**config.mk**
```make
export PLATFORM = sky130hd
export DESIGN_NAME = irq_cause_regs
export DESIGN_NICKNAME = d
export VERILOG_FILES = /design/src/rtl/irq_cause_pkg.sv /design/src/rtl/irq_cause_decode.sv /design/src/rtl/irq_cause_bits.sv /design/src/rtl/irq_cause_fcap.sv /design/src/rtl/irq_cause_regs.sv
export SDC_FILE = /design/constraint.sdc
export NUM_CORES = 1
export LEC_CHECK = 0
export BUFFER_PORTS_ARGS = -buffer_cell sky130_fd_sc_hd__buf_2
export CAP_MARGIN = 20
export CORE_MARGIN = 2
export CORE_UTILIZATION = 46
export CTS_CLUSTER_SIZE = 40
export DETAILED_ROUTE_END_ITERATION = 7
export PLACE_DENSITY = 0.83
export SLEW_MARGIN = 20
export SYNTH_ARGS = -nofsm -noshare
export SYNTH_HDL_FRONTEND = slang
export SYNTH_SLANG_ARGS = --single-unit
```
**constraint.sdc**
```tcl
create_clock -name clk -period 3.2 [get_ports clk]
set_clock_uncertainty 0.1 [all_clocks]
set_input_delay 0.64 -clock clk [delete_from_list [all_inputs] [get_ports clk]]
set_output_delay 0.64 -clock clk [all_outputs]
set_load 0.05 [all_outputs]
```
**src/rtl/irq_cause_pkg.sv**
```systemverilog
package irq_cause_pkg;

    localparam int ADDR_W     = 8;
    localparam int DATA_W     = 32;
    localparam int FADDR_W    = 64;
    localparam int NSRC       = 2;
    localparam int SRC_DEV    = 0;
    localparam int SRC_FAULT  = 1;

    // byte addresses = word index * 4
    localparam int WIDX_FLO   = 0;
    localparam int WIDX_FHI   = 1;
    localparam int WIDX_STAT  = 3;
    localparam int WIDX_ARM   = 5;
    localparam int WIDX_ACK   = 7;

    typedef enum logic [2:0] {
        RS_NONE,
        RS_FLO,
        RS_FHI,
        RS_STAT,
        RS_ARM,
        RS_ACK
    } reg_slot_e;

    typedef struct packed {
        logic [NSRC-1:0] arm_ones;
        logic [NSRC-1:0] ack_ones;
        logic            rd;
        reg_slot_e       slot;
    } reg_cmd_t;

    function automatic reg_slot_e slot_of(input logic [ADDR_W-1:0] a);
        reg_slot_e s;
        s = RS_NONE;
        if (a[1:0] == 2'b00) begin
            case (int'(a[ADDR_W-1:2]))
                WIDX_FLO:  s = RS_FLO;
                WIDX_FHI:  s = RS_FHI;
                WIDX_STAT: s = RS_STAT;
                WIDX_ARM:  s = RS_ARM;
                WIDX_ACK:  s = RS_ACK;
                default:   s = RS_NONE;
            endcase
        end
        return s;
    endfunction

endpackage

```
**src/rtl/irq_cause_decode.sv**
```systemverilog
module irq_cause_decode
    import irq_cause_pkg::*;
(
    input  logic              sel,
    input  logic              wr,
    input  logic [ADDR_W-1:0] addr,
    input  logic [DATA_W-1:0] wdata,
    output reg_cmd_t          cmd
);
    reg_slot_e slot;

    always_comb begin
        slot         = slot_of(addr);
        cmd.slot     = slot;
        cmd.rd       = sel && !wr;
        cmd.arm_ones = '0;
        cmd.ack_ones = '0;
        if (sel && wr && slot == RS_ARM) cmd.arm_ones = wdata[NSRC-1:0];
        if (sel && wr && slot == RS_ACK) cmd.ack_ones = wdata[NSRC-1:0];
    end
endmodule

```
**src/rtl/irq_cause_bits.sv**
```systemverilog
module irq_cause_bits
    import irq_cause_pkg::*;
(
    input  logic            clk,
    input  logic            rst,
    input  logic [NSRC-1:0] evt,
    input  logic [NSRC-1:0] ack_ones,
    input  logic [NSRC-1:0] arm_ones,
    output logic [NSRC-1:0] pend,
    output logic [NSRC-1:0] arm
);
    for (genvar g = 0; g < NSRC; g++) begin : g_src
        always_ff @(posedge clk) begin
            if (rst) begin
                pend[g] <= 1'b0;
            end else if (evt[g]) begin
                pend[g] <= 1'b1;
            end else if (ack_ones[g]) begin
                pend[g] <= 1'b0;
            end
        end

        always_ff @(posedge clk) begin
            if (rst) begin
                arm[g] <= 1'b0;
            end else if (arm_ones[g]) begin
                arm[g] <= 1'b1;
            end
        end
    end
endmodule

```
**src/rtl/irq_cause_fcap.sv**
```systemverilog
module irq_cause_fcap
    import irq_cause_pkg::*;
(
    input  logic               clk,
    input  logic               rst,
    input  logic               fault_evt,
    input  logic               fault_pend,
    input  logic [FADDR_W-1:0] fault_addr,
    output logic [FADDR_W-1:0] held_addr
);
    always_ff @(posedge clk) begin
        if (rst) begin
            held_addr <= '0;
        end else if (fault_evt && !fault_pend) begin
            held_addr <= fault_addr;
        end
    end
endmodule

```
**src/rtl/irq_cause_regs.sv**
```systemverilog
module irq_cause_regs
    import irq_cause_pkg::*;
(
    input  logic               clk,
    input  logic               rst,
    input  logic               dev_irq_pulse,
    input  logic               bus_err_pulse,
    input  logic [FADDR_W-1:0] bus_err_addr,
    input  logic               reg_sel,
    input  logic               reg_wr,
    input  logic [ADDR_W-1:0]  reg_addr,
    input  logic [DATA_W-1:0]  reg_wdata,
    output logic [DATA_W-1:0]  reg_rdata,
    output logic               irq_o
);
    reg_cmd_t           cmd;
    logic [NSRC-1:0]    evt;
    logic [NSRC-1:0]    pend_q;
    logic [NSRC-1:0]    arm_q;
    logic [FADDR_W-1:0] faddr_q;
    logic [DATA_W-1:0]  rd_mux;

    always_comb begin
        evt            = '0;
        evt[SRC_DEV]   = dev_irq_pulse;
        evt[SRC_FAULT] = bus_err_pulse;
    end

    irq_cause_decode u_dec (
        .sel   (reg_sel),
        .wr    (reg_wr),
        .addr  (reg_addr),
        .wdata (reg_wdata),
        .cmd   (cmd)
    );

    irq_cause_bits u_bits (
        .clk      (clk),
        .rst      (rst),
        .evt      (evt),
        .ack_ones (cmd.ack_ones),
        .arm_ones (cmd.arm_ones),
        .pend     (pend_q),
        .arm      (arm_q)
    );

    irq_cause_fcap u_fcap (
        .clk        (clk),
        .rst        (rst),
        .fault_evt  (bus_err_pulse),
        .fault_pend (pend_q[SRC_FAULT]),
        .fault_addr (bus_err_addr),
        .held_addr  (faddr_q)
    );

    always_comb begin
        rd_mux = '0;
        case (cmd.slot)
            RS_FLO:  rd_mux = faddr_q[DATA_W-1:0];
            RS_FHI:  rd_mux = faddr_q[FADDR_W-1:DATA_W];
            RS_STAT: rd_mux[NSRC-1:0] = pend_q;
            RS_ARM:  rd_mux[NSRC-1:0] = arm_q;
            default: rd_mux = '0;
        endcase
    end

    always_ff @(posedge clk) begin
        if (rst) begin
            reg_rdata <= '0;
        end else if (cmd.rd) begin
            reg_rdata <= rd_mux;
        end
    end

    assign irq_o = |(pend_q & arm_q);
endmodule

```
==> results.rst <==
.. list-table::
   :header-rows: 1

   * - Metric
     - Value
   * - Global router's overall resource usage
     - 0.206
   * - Final Max Tran Viols
     - 0
   * - Largest net degree at the start of global routing
     - 69
   * - Initial core utilization
     - 0.472
   * - Maxcap violations
     - 0
   * - Post-route core utilization
     - 0.574
   * - Register bit total from synthesis
     - 100
   * - Clock root cell
     - clkbuf_8
   * - Vias in the first global route
     - between 3,000 and 4,000
   * - Sequential fraction of the synthesis area
     - 0.519
   * - Global-route wire length before repair
     - 15,000 µm
   * - Die area
     - slightly above 9000 µm²
   * - Transition at the pin with the smallest max-transition slack
     - 0.717 ns
   * - Combinational power share
     - 0.097
   * - Worst max-slew margin expressed relative to the limit
     - 0.521
   * - Routed Antenna Nets
     - 0
   * - Fmax
     - 0.524 GHz
   * - Crit path DAT
     - 1.17 ns
   * - Core area
     - 8180 µm²
   * - Critical path class
     - register to output port
   * - Number of H-tree levels
     - 3
   * - Most used standard cell by instance count after synthesis
     - nand2_1
   * - Biggest fanout along the worst timing path
     - 4
   * - DRT Pass-1 Iters
     - 4
   * - Sw Share
     - 0.248
   * - Maximum root-to-sink buffer count
     - 2
   * - Total chip power
     - 0.00224 W
   * - Hold Slack
     - 0.353 ns
   * - Top post-synthesis cells by area
     - dfxtp_1, nand2_1, a21oi_1
   * - Width of the die
     - 95.6 µm
   * - Final period utilization
     - 0.597
   * - FP Rows
     - 33
   * - Dominant cell type by area after synthesis
     - dfxtp_1
   * - Via-to-Cell Ratio
     - 5.29
   * - TritonCTS sink count
     - 100
   * - Number of DRC violations after detailed-routing iteration 0
     - 185
   * - Clock latency at the later pin of the worst-skew pair
     - 0.35 ns
   * - Total Wirelength
     - 9250 µm
   * - Antenna violations before repair
     - 0
   * - Weighted congestion at the end of routability-driven global placement
     - 0.827
   * - Post-CTS setup-driven buffer insertion count
     - 0
   * - Post-detail-place hpwl
     - 6330 µm
   * - Warnings from Yosys
     - 0
   * - EDFF count, synth
     - 0
   * - Cell leakage power
     - 1.98 nW
   * - Number of buffer cells added on primary ports
     - 112
   * - Min-delay worst type
     - register to register
   * - Synthesis-to-layout area growth
     - 21.8%
   * - Register share of total power
     - 0.588
   * - Gate count of the mapped netlist
     - 463
   * - Clock period minus worst slack
     - 1.91 ns
   * - Routed via count
     - 3,540
   * - Total nets after synthesis
     - 573
   * - Fraction of post-synthesis cell area in the top cell type by area
     - 0.519
   * - Remaining routing DRC violations
     - 0
   * - Synth async-reset ratio
     - 0
   * - Required time at the worst-slack endpoint
     - 2.46 ns
   * - Primary flip-flop cell chosen by synthesis mapping
     - dfxtp_1
   * - Clock tree from TritonCTS
     - built
   * - Clock share of power
     - 0.315
   * - Count of antenna diodes in the layout
     - 0
   * - Die H
     - about 96 µm
   * - Layout net count
     - 669
   * - Outcome
     - completed
   * - Synthesized cell area
     - 3860 µm²
   * - Setup slack after placement
     - 1.10 ns
   * - Distinct cell type count of the synthesized netlist
     - 33
   * - Global-route congestion overflow total
     - 0
   * - Number of resized instances in the post-cts repair step
     - 0
   * - Power Density
     - 476 nW/µm²
   * - Count of endpoints failing setup in the final report
     - 0
   * - Worst IR Drop VDD
     - 0.235 mV
   * - Crit. End Element
     - output port
   * - Cell internal pwr
     - 0.00168 W
   * - Fin Setup TNS
     - 0 ns
   * - CTS Buf Count
     - 9
   * - Most frequent cells after synthesis
     - nand2_1, dfxtp_1, a21oi_1
   * - Net switching power of the design
     - ~0.00055 W
   * - Number of primary I/O pins
     - 143
   * - Critical path launch point type
     - register
   * - Setup repair after global routing missed its margin
     - no
   * - Synthesized area per cell
     - roughly 8.3 µm²
   * - Routed length per instance
     - 13.8 µm
   * - Clock transition at the register clock pins on the worst setup and hold paths after CTS
     - around 0.090 ns
   * - Share of final-layout standard cells stronger than drive strength 1
     - 0.259
   * - Final hold violations
     - 0
   * - Post-CTS Hold Buffers
     - 0
   * - Crit path setup slack, layout
     - 1.29 ns
-- cells in the final DEF, fill, tap and decap left out, types with 2 or more instances in the layout --
cell        synthesis  routed
a21oi_1            69      69
a22o_1             31      31
a22oi_1            30      30
a31oi_1             2       2
buf_12              0       2
buf_2               8     111
buf_4               3      11
clkbuf_1           27       2
clkbuf_8            0      10
clkinv_2            0       2
clkinvlp_4          0       2
dfxtp_1           100     100
inv_1               2       2
nand2_1           130     129
nand2b_1            2       2
nand4_1             2       2
nor2_1             34      34
nor2_2              2       2
nor4_1              2       2
-- area by class of cell --
type	count	area (µm²)
fillers	775	3480
flip-flops and latches	100	2000
multi-input cells	322	1710
repair buffers	124	678
clock buffers	12	145
well taps	105	131
clock inverters	4	25.0
inverters	2	7.51
-- flip-flops by register name (all words and copies together), names as in the netlist --
register,flops
u_bits.arm,2
reg_rdata,32
u_fcap.held_addr,64
u_bits.pend,2
-- worst max-delay path: stages, from the launching register on --
cell and delay [ns]:
dfxtp_1 0.43, a22o_1 0.15, buf_2 0.25
-- power by group through the flow --
| stage | logic, W | registers (W) | clock network [W] |
|---|---|---|---|
| floorplan | 0.000126 | 0.00134 | 0 |
| global placement | 0.000211 | 0.00134 | 0 |
| detailed placement | 0.000218 | 0.00134 | 0 |
| CTS | 0.000218 | 0.00132 | 0.000725 |
| global route | 0.000244 | 0.00132 | 0.000776 |
| finish | 0.000217 | 0.00131 | 0.000703 |
-- layer usage --
layer	global-route usage	vias to the layer above	wire, µm
met5	0	-	0
met4	0.0631	0	86
met3	0.0443	6	587
met2	0.352	108	4530
met1	0.260	1649	4050
li1	-	1777	-
-- kinds of logic (layout without fill, tap and decap cells) --
family,after synthesis,in the layout,share of synthesized area
xor+xnor,1,1,0.00227
compound gates,137,137,0.233
flops,100,100,0.519
buf+inv,41,142,0.0454
simple gates,183,183,0.197
mux,1,1,0.00292
-- stage by stage --
stage | area (µm²) | instances
2_1_floorplan | 3860 | 463
3_3_place_gp | 4530 | 653
3_5_place_dp | 4530 | 653
4_1_cts | 4700 | 669
5_1_grt | 4700 | 669
6_report | 4700 | 669
-- worst paths after layout --
kind                                        endpoint  slack [ns]  depth (start not counted)                 from
worst max register to register  u_fcap.held_addr[17]        1.49                          5       u_bits.pend[1]
worst min-delay path             u_fcap.held_addr[0]        0.35                          2  u_fcap.held_addr[0]
worst max-delay path                           irq_o        1.29                          2       u_bits.pend[1]
worst min register to register   u_fcap.held_addr[0]        0.35                          2  u_fcap.held_addr[0]
(Power assumes the default switching activity.)
